--- config.mk ---
export PLATFORM = sky130hd
export DESIGN_NAME = tw_shift_if
export DESIGN_NICKNAME = d
export VERILOG_FILES = /design/src/rtl/tw_shift_pkg.sv /design/src/rtl/tw_line_sync.sv /design/src/rtl/tw_bus_events.sv /design/src/rtl/tw_shift_engine.sv /design/src/rtl/tw_shift_if.sv
export SDC_FILE = /design/constraint.sdc
export NUM_CORES = 1
export LEC_CHECK = 0
export ABC_AREA = 1
export ABC_CLOCK_PERIOD_IN_PS = 3200
export BUFFER_PORTS_ARGS = -buffer_cell sky130_fd_sc_hd__buf_2
export CAP_MARGIN = 10
export CORE_MARGIN = 3
export CORE_UTILIZATION = 50
export CTS_CLUSTER_DIAMETER = 150
export DETAILED_ROUTE_END_ITERATION = 12
export PLACE_DENSITY = 0.7
export SLEW_MARGIN = 10
export SYNTH_ARGS = -nofsm -noshare
export SYNTH_HDL_FRONTEND = slang
export SYNTH_HIERARCHICAL = 1
export SYNTH_SLANG_ARGS = --single-unit
--- constraint.sdc ---
create_clock -name clk -period 3.2 [get_ports clk]
set_input_delay 0.96 -clock clk [delete_from_list [all_inputs] [get_ports clk]]
set_output_delay 0.96 -clock clk [all_outputs]
set_load 0.03 [all_outputs]
--- src/rtl/tw_shift_pkg.sv ---
package tw_shift_pkg;

  typedef enum logic [1:0] {
    SEL_DATA = 2'd0,
    SEL_BUF  = 2'd1,
    SEL_STAT = 2'd2,
    SEL_CTRL = 2'd3
  } reg_sel_e;

  localparam logic [1:0] MODE_TWO_WIRE = 2'b10;
  localparam logic [1:0] CSRC_TOGGLE   = 2'b10;

  // stored part of the control register (bits 7:2)
  typedef struct packed {
    logic       start_ie;
    logic       wrap_ie;
    logic [1:0] mode;
    logic [1:0] csrc;
  } ctrl_t;

endpackage

--- src/rtl/tw_line_sync.sv ---
module tw_line_sync #(
  parameter int WIDTH  = 2,
  parameter int STAGES = 2
) (
  input  logic             clk,
  input  logic             rst,
  input  logic [WIDTH-1:0] async_in,
  output logic [WIDTH-1:0] sync_out
);

  for (genvar b = 0; b < WIDTH; b++) begin : g_line
    logic [STAGES-1:0] chain;
    always_ff @(posedge clk) begin
      if (rst) chain <= '1;
      else     chain <= {chain[STAGES-2:0], async_in[b]};
    end
    assign sync_out[b] = chain[STAGES-1];
  end

endmodule

--- src/rtl/tw_bus_events.sv ---
module tw_bus_events (
  input  logic clk,
  input  logic rst,
  input  logic scl_s,
  input  logic sda_s,
  output logic start_ev,
  output logic stop_ev
);

  logic scl_d, sda_d;

  always_ff @(posedge clk) begin
    if (rst) begin
      scl_d    <= 1'b1;
      sda_d    <= 1'b1;
      start_ev <= 1'b0;
      stop_ev  <= 1'b0;
    end else begin
      scl_d    <= scl_s;
      sda_d    <= sda_s;
      // conditions only count while the clock is high on both samples
      start_ev <= scl_d & scl_s &  sda_d & ~sda_s;
      stop_ev  <= scl_d & scl_s & ~sda_d &  sda_s;
    end
  end

endmodule

--- src/rtl/tw_shift_engine.sv ---
module tw_shift_engine #(
  parameter int DATA_W = 8,
  parameter int CNT_W  = 4
) (
  input  logic              clk,
  input  logic              rst,
  input  logic              tick,
  input  logic              rise,
  input  logic              sda_bit,
  input  logic              data_we,
  input  logic [DATA_W-1:0] data_wdata,
  input  logic              cnt_we,
  input  logic [CNT_W-1:0]  cnt_wdata,
  output logic [DATA_W-1:0] data_q,
  output logic [DATA_W-1:0] buf_q,
  output logic [CNT_W-1:0]  cnt_q,
  output logic              wrap
);

  localparam logic [CNT_W-1:0] CNT_LAST = '1;

  logic [DATA_W-1:0] data_nxt;

  always_comb begin
    data_nxt = data_q;
    if (data_we)   data_nxt = data_wdata;
    else if (rise) data_nxt = {data_q[DATA_W-2:0], sda_bit};
  end

  assign wrap = tick & ~cnt_we & (cnt_q == CNT_LAST);

  always_ff @(posedge clk) begin
    if (rst) begin
      data_q <= '1;
      buf_q  <= '0;
      cnt_q  <= '0;
    end else begin
      data_q <= data_nxt;
      if (wrap) buf_q <= data_nxt;
      if (cnt_we)    cnt_q <= cnt_wdata;
      else if (tick) cnt_q <= cnt_q + 1'b1;
    end
  end

endmodule

--- src/rtl/tw_shift_if.sv ---
module tw_shift_if
  import tw_shift_pkg::*;
#(
  parameter int DATA_W      = 8,
  parameter int SYNC_STAGES = 2
) (
  input  logic              clk,
  input  logic              rst,
  input  logic              reg_we,
  input  logic [1:0]        reg_addr,
  input  logic [DATA_W-1:0] reg_wdata,
  output logic [DATA_W-1:0] reg_rdata,
  input  logic              scl_in,
  input  logic              sda_in,
  output logic              scl_drive_low,
  output logic              sda_drive_low,
  output logic              irq
);

  localparam int CNT_W  = $clog2(2 * DATA_W);
  localparam int STAT_W = 4 + CNT_W;

  // register decode
  logic  wr_data, wr_stat, wr_ctrl;
  ctrl_t wctrl, ctrl_q;
  logic  w_strobe, w_toggle;

  assign wr_data  = reg_we && (reg_addr == SEL_DATA);
  assign wr_stat  = reg_we && (reg_addr == SEL_STAT);
  assign wr_ctrl  = reg_we && (reg_addr == SEL_CTRL);
  assign wctrl    = ctrl_t'(reg_wdata[7:2]);
  assign w_strobe = reg_wdata[1];
  assign w_toggle = reg_wdata[0];

  // synchronized bus lines
  logic [1:0] lines_s;
  logic       scl_s, sda_s;

  tw_line_sync #(.WIDTH(2), .STAGES(SYNC_STAGES)) u_sync (
    .clk      (clk),
    .rst      (rst),
    .async_in ({scl_in, sda_in}),
    .sync_out (lines_s)
  );
  assign scl_s = lines_s[1];
  assign sda_s = lines_s[0];

  logic start_ev, stop_ev;

  tw_bus_events u_events (
    .clk      (clk),
    .rst      (rst),
    .scl_s    (scl_s),
    .sda_s    (sda_s),
    .start_ev (start_ev),
    .stop_ev  (stop_ev)
  );

  // software clock and count strobe
  logic scl_out, sda_out;
  logic tog_ev, tick, rise, wrap;
  logic mode2w;

  assign mode2w = (ctrl_q.mode == MODE_TWO_WIRE);
  assign tog_ev = wr_ctrl & w_toggle & (wctrl.mode == MODE_TWO_WIRE);
  assign tick   = tog_ev & w_strobe & (wctrl.csrc == CSRC_TOGGLE);
  assign rise   = tick & ~scl_out;

  logic [DATA_W-1:0] data_q, buf_q;
  logic [CNT_W-1:0]  cnt_q;

  tw_shift_engine #(.DATA_W(DATA_W), .CNT_W(CNT_W)) u_engine (
    .clk        (clk),
    .rst        (rst),
    .tick       (tick),
    .rise       (rise),
    .sda_bit    (sda_s),
    .data_we    (wr_data),
    .data_wdata (reg_wdata),
    .cnt_we     (wr_stat),
    .cnt_wdata  (reg_wdata[CNT_W-1:0]),
    .data_q     (data_q),
    .buf_q      (buf_q),
    .cnt_q      (cnt_q),
    .wrap       (wrap)
  );

  // flags
  logic start_flag, wrap_flag, stop_flag, collision;

  assign collision = mode2w & sda_out & ~sda_s;

  always_ff @(posedge clk) begin
    if (rst) begin
      ctrl_q     <= '0;
      scl_out    <= 1'b1;
      sda_out    <= 1'b1;
      start_flag <= 1'b0;
      wrap_flag  <= 1'b0;
      stop_flag  <= 1'b0;
    end else begin
      if (wr_ctrl) ctrl_q <= wctrl;
      if (tog_ev)  scl_out <= ~scl_out;
      // data output changes only while the clock output is low
      if (wr_data)       sda_out <= reg_wdata[DATA_W-1];
      else if (!scl_out) sda_out <= data_q[DATA_W-1];
      start_flag <= start_ev | (start_flag & ~(wr_stat & reg_wdata[7]));
      wrap_flag  <= wrap     | (wrap_flag  & ~(wr_stat & reg_wdata[6]));
      stop_flag  <= stop_ev  | (stop_flag  & ~(wr_stat & reg_wdata[5]));
    end
  end

  // registered outputs
  logic [STAT_W-1:0] stat_word;
  assign stat_word = {start_flag, wrap_flag, stop_flag, collision, cnt_q};

  always_ff @(posedge clk) begin
    if (rst) begin
      reg_rdata     <= '0;
      scl_drive_low <= 1'b0;
      sda_drive_low <= 1'b0;
      irq           <= 1'b0;
    end else begin
      unique case (reg_sel_e'(reg_addr))
        SEL_DATA: reg_rdata <= data_q;
        SEL_BUF:  reg_rdata <= buf_q;
        SEL_STAT: reg_rdata <= DATA_W'(stat_word);
        SEL_CTRL: reg_rdata <= DATA_W'({ctrl_q, 2'b00});
        default:  reg_rdata <= '0;
      endcase
      scl_drive_low <= mode2w & (~scl_out | wrap_flag);
      sda_drive_low <= mode2w & ~sda_out;
      irq           <= (ctrl_q.start_ie & start_flag) | (ctrl_q.wrap_ie & wrap_flag);
    end
  end

endmodule

Word-level counts from Yosys, hierarchy flattened:

Cells that the tools add are included.

* logic and storage cells: 80
* output and inout bits: 11
* bits of input ports: 15
* flip-flop bits (word level): 50

* equality and inequality tests: 8
* mux-type cells: 7
* reductions and logical operators: 5
* bitwise logic cells: 37
* $add $sub $neg: 1

Operator list (number)
* $pmux W8 S4: 1
* $and A1 B1 Y1: 24
* $mux W8: 2
* $eq A2 B2 Y1 const B: 5
* $mux W4: 2
* $not A1 Y1: 8
* $or A1 B1 Y1: 5
* $add A4 B1 Y4 const B: 1
* $eq A4 B4 Y1 const B: 1
* $logic_and A1 B1 Y1: 3
* $eq A2 B1 Y1 const B: 1
* $logic_not A2 Y1: 1
* $mux W1: 2
* $ne A2 B1 Y1 const B: 1
* $reduce_bool A2 Y1: 1

Logic depth before layout (Yosys ltp):

Gate-level depths: netlist of run 1.

* word-level depth: 9
* mapped depth: 11

By module:

Netlist of run 1, hierarchy kept.

Modules (own cells, without submodules)
* tw_shift_if: area each 1093.5 µm², sequential area each 440.4 µm², cells each 150, times used 1
* tw_shift_engine: area each 988.4 µm², sequential area each 400.4 µm², cells each 133, times used 1
* tw_line_sync: area each 131.4 µm², sequential area each 80.1 µm², cells each 15, times used 1
* tw_bus_events: area each 126.4 µm², sequential area each 80.1 µm², cells each 15, times used 1

Least setup slack after synthesis of run 1:

No wires, ideal clock.

* path type: input -> register
* from: input reg_addr[0]
* to: register u_engine.buf_q[5]
* arrival time: 2101 ps
* stages: 10
* data required time: 3083 ps
* path slack: 982 ps
* path through: buf_6 > nand2_4 > nor2_4 > nand3_2 > nor2_1 > nand2_4 > nor2_8 > inv_4 > a21oi_2 > nor2_1

RTL lines
* from (decl): RTL line tw_shift_if.sv:10 `input logic [1:0] reg_addr,`
* $eq A2 B2 Y1: RTL line tw_shift_if.sv:30 `assign wr_ctrl = reg_we && (reg_addr == SEL_CTRL);`
* $logic_and A1 B1 Y1: RTL line tw_shift_if.sv:30
* $and A1 B1 Y1 (2 in a row): RTL line tw_shift_if.sv:65 `assign tog_ev = wr_ctrl & w_toggle & (wctrl.mode == MODE_TWO_WIRE);`
* $and A1 B1 Y1 (2 in a row): RTL line tw_shift_if.sv:66 `assign tick = tog_ev & w_strobe & (wctrl.csrc == CSRC_TOGGLE);`
* via tick: RTL line tw_shift_if.sv:61 `logic tog_ev, tick, rise, wrap;`
* $and A1 B1 Y1 (2 in a row): RTL line tw_shift_engine.sv:30 `assign wrap = tick & ~cnt_we & (cnt_q == CNT_LAST);`
* via wrap: RTL line tw_shift_if.sv:61
* to (signal assigned): RTL line tw_shift_engine.sv:39 `if (wrap) buf_q <= data_nxt;`
* to (decl): RTL line tw_shift_engine.sv:15 `output logic [DATA_W-1:0] buf_q,`

The timed path passes the listed nets, and every way through them passes these cells.
A chain may end at the register's enable or synchronous reset.

Worst setup path after layout of run 1:

* from: input reg_addr[1]
* to: register u_engine.buf_q[6]

The elaborated chain is that of the path after synthesis.

==> results of run 1 <==
layout by cell type, fill, tap and decap left out, drive strengths merged:
| cell type | synthesis | final |
|---|---|---|
| clkbuf | 1 | 5 |
| nor3 | 4 | 4 |
| xor2 | 1 | 1 |
| dfxtp | 50 | 50 |
| o211ai | 2 | 2 |
| nand3 | 25 | 25 |
| ha | 1 | 1 |
| nor2 | 35 | 35 |
| o21ai | 23 | 23 |
| nand4 | 4 | 4 |
| a21boi | 1 | 1 |
| nand2 | 89 | 89 |
| a21oi | 19 | 19 |
| inv | 36 | 36 |
| clkinvlp | 0 | 2 |
| nand3b | 2 | 2 |
| or2 | 9 | 9 |
| buf | 11 | 27 |
critical path, cell delays in order:
cell and delay, ns:
buf_2 0.26, nand2_4 0.12, nor2_4 0.12, nand3_2 0.09, nor2_1 0.30, nand2_4 0.13
nor2_8 0.19, inv_4 0.09, a21oi_2 0.11, nor2_1 0.05
through the flow:
| step | area, um2 | power (mW) | hold slack [ns] | std cells | utilization, % |
|---|---|---|---|---|---|
| 6_report | 2520 | 1.12 | 0.414 | 387 | 56.8 |
| 5_1_grt | 2520 | 1.17 | 0.428 | 387 | 56.8 |
| 4_1_cts | 2520 | 1.13 | 0.415 | 387 | 56.8 |
| 3_5_place_dp | 2440 | 0.779 | 0.393 | 380 | 54.9 |
| 3_3_place_gp | 2440 | 0.779 | 0.391 | 380 | 54.9 |
| 2_1_floorplan | 2340 | 0.751 | 0.387 | 313 | - |
flip-flops by register name, summed over array words and instances, names as in the netlist, 4 cells and up:
name and flops:
reg_rdata 8, u_engine/buf_q 8, u_engine/data_q 8, ctrl_q 6, u_engine/cnt_q 4, u_sync/g_line.chain 4
power by group through the flow:
stage | Combinational, mW | Clock [mW] | Sequential (mW)
floorplan | 0.0765 | 0 | 0.674
global placement | 0.113 | 0 | 0.667
detailed placement | 0.113 | 0 | 0.667
CTS | 0.113 | 0.364 | 0.652
global route | 0.127 | 0.387 | 0.655
finish | 0.113 | 0.350 | 0.652
layout make-up:
type                    count  share of cell area (%)
multi-input cells         215                    42.9
flip-flops and latches     50                    39.7
inverters                  36                    5.95
repair buffers             27                    5.56
clock buffers               5                    2.73
well taps                  52                    2.58
clock inverters             2                   0.595
per-layer routing:
layer | GRT usage (%) | share of wire, % | vias to the layer above
li1 | - | - | 1035
met1 | 26.9 | 50 | 880
met2 | 28.7 | 44 | 42
met3 | 4.73 | 4.2 | 12
met4 | 7.51 | 2.3 | 0
met5 | 0 | 0 | -
cells in the mapped netlist, types with 2 or more instances:
cell	instances	area [um2]
inv_1	29	109
dfxtp_1	50	1000
nor2_4	3	33.8
nor2_1	31	116
nand4_1	4	25.0
nand2_4	3	33.8
buf_6	7	78.8
nand2_1	85	319
a21oi_2	8	70.1
o21ai_1	2	10.0
nor3_1	3	15.0
a21oi_1	11	55.1
o211ai_1	2	15.0
inv_2	4	15.0
or2_2	6	37.5
nand3_2	2	20.0
buf_4	2	15.0
nand3b_1	2	15.0
or2_1	2	12.5
o21ai_0	21	105
nand3_1	22	110
logic make-up after synthesis:
family                     after synthesis
and+or+nand+nor                        168
adders and majority gates                1
AOI/OAI and AO/OA                       45
xor gates and xnor gates                 1
buffers and inverters                   48
DFF                                     50
worst max path at each step:
stage | cells past startpoint | to
4_1_cts | 10 | u_engine/buf_q[2]
3_3_place_gp | 10 | u_engine/buf_q[5]
3_5_place_dp | 10 | u_engine/buf_q[6]
6_report | 10 | u_engine/buf_q[6]
2_1_floorplan | 10 | u_engine/buf_q[5]
5_1_grt | 9 | u_engine/buf_q[5]
==> metrics, run 1 <==
Max Fclk 446 MHz; Hold Fails Final Rpt 0; ANT cells 0; Max-Cap Viols 0; internal power 826 uW; sequential cell area 1000 um2; Post-synth EDFFs 0; Clock Path Buffers 2; GRT Resource Usage Total 19.3%; Setup-failing EPs final 0; fin crit share 70.0%; via count 1969; drt drc 0; DIE AREA 5540 um2; Fillers 409; clock sink count 50; Clk pwr share 31.4%; core area 4440 um2; fin nets 351; simple-gate share of the synthesized area 34.1%; DRT Wirelength 4820 um; DR pass1 iterations 5; RSZ-0062 raised after global routing no; xor-xnor portion of the synthesized cell area 0.374%; clk root buf clkbuf_8; syn_nets 329; Crit path required time 3.40 ns; Reg2Reg Depth 7; Mean Syn Cell Area 7.48 um2; mux cell area share after synthesis 0%; sw frac 26.0%; number of global-route vias before repair 1744; GRT overflow 0; Clk Latency, worst-skew pair approximately 0.30 ns; DP Wirelength 3670 um; fraction of registers with async set/reset 0%; WL/cell 12.4 um; CTS tree built; first-pass GRT wire length 8160 um; combinational power share 10.1%; worst setup path class in2reg; DR iter-0 viols 158; P_sw approximately 290 uW; htree depth 2; Ports 26; P&R area growth vs syn 7.81%; Yosys warnings 6; pre-CTS setup slack approximately 0.64 ns; Post-Synth Adder-Cell Area 0.535%; Min-Delay Path Class reg2reg; fraction of the yosys area taken by sequential cells 42.8%; clock skew 0.00685 ns; Reg2Reg Setup Slack 1.82 ns; multi-input logic area 1080 um2; crit start category input pin; GPL Wtd Cong 0.902; ys flop type dfxtp_1; Compound-Gate Fraction of Synth Area 11.2%; PwrDens 442 nW/um2; hold path startpoint u_sync/g_line[0].chain[0]; Via-to-Cell Ratio 5.09; Max IR drop VDD between 0.2 and 0.25 mV; initial antenna violation count 0; Post-Syn Instances 313; count of pins over their slew limit 0; Die Width around 74 um; num rows 24; max-slew headroom at the worst pin 63.0%; setup TNS 0 ns; die height 74.4 um; largest net degree at the start of global routing 21; Routed Antenna Nets 0; min Tclk post-route 2.24 ns; Crit. End Element register; Worst Setup SP reg_addr[1]; PnR worst setup slack approximately 0.96 ns; largest family of logic cells by synthesized area simple AND/OR/NAND/NOR gates; setup bufs post-CTS 0; CTS Hold Bufs 0; status finished, final reports clean; Crit Path Max Fanout 10; Initial Util between 50% and 60%; Worst R2R End u_engine/buf_q[6]; sequential fraction of design power 58.4%; TritonCTS Buffers 5; layout cell share with drive strength beyond 1 about a fifth; #FFs+latches synth 50; R2R Path Start scl_out; Resize count post-CTS 0; CP Data Arrival Time 2.44 ns; PortBufs 25; Mapped Area approximately 2300 um2; WHS Path Cells 2; Netlist cell types 35; CTS clk-pin slew, worst paths 0.09 ns; WHS Endpoint u_sync/g_line[0].chain[1]; Lkg Pwr 1.20 nW; Worst Tran Pin Value 0.554 ns
(Power assumes the default switching activity.)
==> run 2, diff against run 1 <==
--- a/config.mk
+++ b/config.mk
@@ -6,7 +6,7 @@
 export NUM_CORES = 1
 export LEC_CHECK = 0
 export ABC_AREA = 1
-export ABC_CLOCK_PERIOD_IN_PS = 3200
+export ABC_CLOCK_PERIOD_IN_PS = 2070
 export BUFFER_PORTS_ARGS = -buffer_cell sky130_fd_sc_hd__buf_2
 export CAP_MARGIN = 10
 export CORE_MARGIN = 3
==> constraint.sdc (replaced) <==
create_clock -name clk -period 2.07 [get_ports clk]
set_input_delay 0.621 -clock clk [delete_from_list [all_inputs] [get_ports clk]]
set_output_delay 0.621 -clock clk [all_outputs]
set_load 0.03 [all_outputs]
==> metrics, run 2 (synthesized netlist as in run 1, its figures left out) <==
Ports 26 (unchanged); clk root buf clkbuf_8 (unchanged); hold path startpoint u_sync/g_line[0].chain[0] (unchanged); ANT cells 0 (unchanged); commonest cells after routing, fill and taps aside nand2_1, dfxtp_1, nor2_1, inv_1, buf_2 (unchanged); CTS Hold Bufs 0 (unchanged); Routed Antenna Nets 0 (unchanged); crit start category input pin (unchanged); DIE AREA 5540 um2 (unchanged); Worst R2R End u_engine/buf_q[1] (was u_engine/buf_q[6]); TritonCTS Buffers 5 (unchanged); GRT overflow 0 (unchanged); Crit. End Element register (unchanged); layout cell share with drive strength beyond 1 20.9% (was 20.0%); RSZ-0062 raised after global routing no (unchanged); first-pass GRT wire length 8620 um (was 8160 um); P&R area growth vs syn 10.2% (was 7.81%); Max-Cap Viols 0 (unchanged); CP Data Arrival Time 1.97 ns (was 2.44 ns); DRT Wirelength 5010 um (was 4820 um); fin crit share 85.7%; Power, Total 1.88 mW (was 1.12 mW); num rows 24 (unchanged); Clock Path Buffers 2 (unchanged); fin nets 354 (was 351); Crit path required time 2.26 ns (was 3.40 ns); drt drc 0 (unchanged); status finished, final reports clean (unchanged); htree depth 2 (unchanged); GPL Wtd Cong 0.901 (was 0.902); Fillers 436 (was 409); R2R Path Start u_engine/cnt_q[0] (was scl_out); Clk pwr share 36.7% (was 31.4%); count of pins over their slew limit 0 (unchanged); internal power 1.42 mW (was 826 uW); Resize count post-CTS 0 (unchanged); largest net degree at the start of global routing 21 (unchanged); Clk Latency, worst-skew pair 0.30 ns (about the same); sw frac 24.8% (was 26.0%); Worst Setup SP reg_addr[1] (unchanged); core area 4440 um2 (unchanged); WL/cell 12.8 um (was 12.4 um); Crit Path Max Fanout 10 (unchanged); setup TNS 0 ns (unchanged); GRT Resource Usage Total 20.3% (was 19.3%); clock sink count 50 (unchanged); via count 1978 (was 1969); die height 74.4 um (unchanged); Die Width 74.4 um (unchanged); initial antenna violation count 0 (unchanged); Hold Fails Final Rpt 0 (unchanged); max-slew headroom at the worst pin 62.0% (was 63.0%); Max IR drop VDD 0.325 mV (was 0.231 mV); clock skew 0.00906 ns (was 0.00685 ns); Reg2Reg Depth 6 (was 7); combinational power share 9.6% (was 10.1%); Reg2Reg Setup Slack 0.78 ns (was 1.82 ns); Max Fclk between 500 and 600 MHz; WHS Endpoint u_sync/g_line[0].chain[1] (unchanged); WHS Path Cells 2 (unchanged); DP Wirelength 3810 um (was 3670 um); Lkg Pwr 1.24 nW (was 1.20 nW); DR pass1 iterations 4 (was 5); Initial Util 52.6% (unchanged); Setup-failing EPs final 0 (unchanged); worst-case hold slack 0.419 ns (was 0.414 ns); Worst Tran Pin Value 0.570 ns (was 0.554 ns); worst setup path class in2reg (unchanged); Min-Delay Path Class reg2reg (unchanged); CTS tree built (unchanged); PortBufs 25 (unchanged); sequential fraction of design power 53.6% (was 58.4%); DR iter-0 viols 262 (was 158); Final Core Density 58.0% (was 56.8%); Largest regs reg_rdata (8), u_engine/buf_q (8), u_engine/data_q (8) (unchanged); number of global-route vias before repair 1851 (was 1744); commonest non-fill, non-tap cell in the layout nand2_1 (unchanged); setup bufs post-CTS 0 (unchanged); CTS clk-pin slew, worst paths 0.10 ns (was 0.09 ns); Via-to-Cell Ratio 5.06 (was 5.09); PwrDens 730 nW/um2 (was 442 nW/um2); min Tclk post-route 1.77 ns; P_sw 466 uW (was 290 uW)
-- run 2: stage by stage --
| stage | std cells | worst slack, ns | area [um2] |
|---|---|---|---|
| final | 391 | 0.296 | 2580 |
| after global routing | 391 | 0.214 | 2580 |
| after CTS | 391 | 0.300 | 2580 |
| after detailed placement | 383 | 0.0166 | 2460 |
| after global placement | 383 | 0.0697 | 2460 |
| after floorplan | 313 | 0.191 | 2340 |
-- run 2: worst max path at each step --
stage | endpoint
floorplan | u_engine/buf_q[5]
global placement | u_engine/buf_q[5]
detailed placement | u_engine/buf_q[4]
CTS | u_engine/buf_q[1]
global route | u_engine/buf_q[3]
finish | u_engine/buf_q[1]
-- run 2: area by class of cell --
cell class	count	area [um2]	area share [%]
clock inverter	3	47.5	1.84
tap	52	65.1	2.52
sequential	50	1000	38.8
timing repair buffer	30	163	6.31
inverter	36	150	5.83
clock buffer	5	68.8	2.67
multi-input combinational	215	1080	42.0
-- run 2: routing by layer --
| metal | vias to the layer above | wire length [um] | global-route usage (%) |
|---|---|---|---|
| met1 | 879 | 2420 | 27.4 |
| met2 | 52 | 2260 | 31.6 |
| met3 | 7 | 253 | 5.41 |
| li1 | 1040 | - | - |
| met5 | - | 0 | 0 |
| met4 | 0 | 73 | 6.32 |
-- run 2: worst max-delay path, cell delays in order --
cell and delay, ns:
buf_2 0.16, nand2_4 0.09, nor2_4 0.11, nand3_2 0.10, nor2_1 0.31, nand2_4 0.12, nor2_8 0.19, inv_4 0.09
a21oi_2 0.11, nor2_1 0.04
-- run 2: power by group through the flow --
stage / combinational (mW) / sequential, mW / clock, mW
final: 0.181 / 1.01 / 0.692
after global routing: 0.204 / 1.01 / 0.752
after CTS: 0.181 / 1.01 / 0.706
after detailed placement: 0.180 / 1.03 / 0
after global placement: 0.178 / 1.03 / 0
after floorplan: 0.118 / 1.04 / 0
==> run 3, diff against run 2 <==
--- a/config.mk
+++ b/config.mk
@@ -13,7 +13,7 @@
 export CORE_UTILIZATION = 50
 export CTS_CLUSTER_DIAMETER = 150
 export DETAILED_ROUTE_END_ITERATION = 12
-export PLACE_DENSITY = 0.7
+export PLACE_DENSITY = 0.8
 export SLEW_MARGIN = 10
 export SYNTH_ARGS = -nofsm -noshare
 export SYNTH_HDL_FRONTEND = slang
==> metrics, run 3 (synthesized netlist as in run 1, its figures left out) <==
DRT Wirelength 4990 um (was 5010 um); die height 74.4 um (unchanged); num rows 24 (unchanged); PnR worst setup slack 0.316 ns (was 0.296 ns); placed cell areas 2470 um2 (was 2460 um2); GRT overflow 0 (unchanged); Via-to-Cell Ratio 5.17 (was 5.06); initial antenna violation count 0 (unchanged); setup bufs post-CTS 0 (unchanged); fin crit share 84.7% (was 85.7%); Resize count post-CTS 0 (unchanged); Final Core Density 58.2% (was 58.0%); crit start category input pin (unchanged); core area 4440 um2 (unchanged); first-pass GRT wire length 8270 um (was 8620 um); Max-Cap Viols 0 (unchanged); Reg2Reg Depth 6 (unchanged); RSZ-0062 raised after global routing no (unchanged); CTS tree built (unchanged); Lkg Pwr 1.24 nW (about the same); GPL Wtd Cong 0.918 (was 0.901); Max IR drop VDD 0.340 mV (was 0.325 mV); fin nets 355 (was 354); drt drc 0 (unchanged); clk root buf clkbuf_8 (unchanged); GRT Resource Usage Total 19.2% (was 20.3%); DR iter-0 viols 253 (was 262); clock sink count 50 (unchanged); count of pins over their slew limit 0 (unchanged); Fillers 393 (was 436); clock skew 0.00990 ns (was 0.00906 ns); Die Width 74.4 um (unchanged); TritonCTS Buffers 5 (unchanged); DR pass1 iterations 4 (unchanged); commonest non-fill, non-tap cell in the layout nand2_1 (unchanged); Worst Setup SP reg_addr[0] (was reg_addr[1]); Initial Util 52.6% (unchanged); Setup-failing EPs final 0 (unchanged); min Tclk post-route 1.75 ns (was 1.77 ns); Power, Total 1.89 mW (was 1.88 mW); Clk Latency, worst-skew pair 0.31 ns (was 0.30 ns); pre-CTS setup slack 0.0136 ns (was 0.0166 ns); CP Data Arrival Time 1.95 ns (was 1.97 ns); via count 2028 (was 1978); hold path startpoint u_sync/g_line[1].chain[0] (was u_sync/g_line[0].chain[0]); Worst Tran Pin Value 0.555 ns (was 0.570 ns); R2R Path Start scl_out (was u_engine/cnt_q[0]); WHS Path Cells 2 (unchanged); largest net degree at the start of global routing 21 (unchanged); Hold Fails Final Rpt 0 (unchanged); max-slew headroom at the worst pin 63.0% (was 62.0%); Finished Cell Area 2580 um2 (about the same); Max Fclk 570 MHz (was 564 MHz); PortBufs 25 (unchanged); PwrDens 732 nW/um2 (was 730 nW/um2); DP Wirelength 3720 um (was 3810 um); number of global-route vias before repair 1868 (was 1851); ANT cells 0 (unchanged); CTS Hold Bufs 0 (unchanged); layout cell share with drive strength beyond 1 21.2% (was 20.9%); Crit. End Element register (unchanged); Crit path required time 2.27 ns (was 2.26 ns); P&R area growth vs syn 10.5% (was 10.2%); CTS clk-pin slew, worst paths 0.10 ns (about the same); commonest cells after routing, fill and taps aside nand2_1, dfxtp_1, nor2_1, inv_1, buf_2 (unchanged); DIE AREA 5540 um2 (unchanged); WL/cell 12.7 um (was 12.8 um); Routed Antenna Nets 0 (unchanged); status finished, final reports clean (unchanged); worst setup path class in2reg (unchanged); Clock Path Buffers 2 (unchanged); htree depth 2 (unchanged); setup TNS 0 ns (unchanged); Min-Delay Path Class reg2reg (unchanged); Largest regs reg_rdata (8), u_engine/buf_q (8), u_engine/data_q (8) (unchanged); Crit Path Max Fanout 10 (unchanged); Ports 26 (unchanged)
## run 3: changes by cell type in the layout (fill, tap and decap cells not counted)
cell / delta
buf_4: +1
## run 3: report_power, final
group          internal, mW  leakage [nW]  switching, mW
clock network         0.366        0.0587          0.334
logic                0.0596         0.774          0.124
registers             0.991         0.408         0.0177
total                  1.42          1.24          0.475
## run 3: routing by layer
| layer | vias up | share of wire (%) | track usage (%) | wire (um) |
|---|---|---|---|---|
| met5 | - | 0 | 0 | 0 |
| met4 | 0 | 1.3 | 7.91 | 66 |
| met3 | 7 | 6.3 | 4.59 | 316 |
| met2 | 67 | 48 | 31.3 | 2380 |
| met1 | 914 | 45 | 24.3 | 2230 |
| li1 | 1040 | - | - | - |
## run 3: final timing paths
check / endpoint / slack, ns
max: u_engine/buf_q[0] / 0.32
min: u_sync/g_line[1].chain[1] / 0.42
max reg2reg: u_engine/buf_q[6] / 0.77
min reg2reg: u_sync/g_line[1].chain[1] / 0.42
## run 3: worst max-delay path, cell delays in order
cell and delay, ns:
buf_2 0.17, nand2_4 0.09, nor2_4 0.11, nand3_2 0.10
nor2_1 0.29, nand2_4 0.12, nor2_8 0.19, inv_4 0.09
a21oi_2 0.11, nor2_1 0.04
## run 3: final cells by class
class / instances / area [um2] / share of cell area (%)
clock inverters: 3 / 47.5 / 1.84
flip-flops and latches: 50 / 1000 / 38.7
inverters: 36 / 150 / 5.81
clock buffers: 5 / 68.8 / 2.66
well taps: 52 / 65.1 / 2.52
multi-input cells: 215 / 1080 / 41.9
repair buffers: 31 / 170 / 6.58
## run 3: through the flow
stage / hold slack, ns / cells
6_report: 0.420 / 392
5_1_grt: 0.441 / 392
4_1_cts: 0.425 / 392
3_5_place_dp: 0.402 / 384
3_3_place_gp: 0.389 / 384
2_1_floorplan: 0.387 / 313
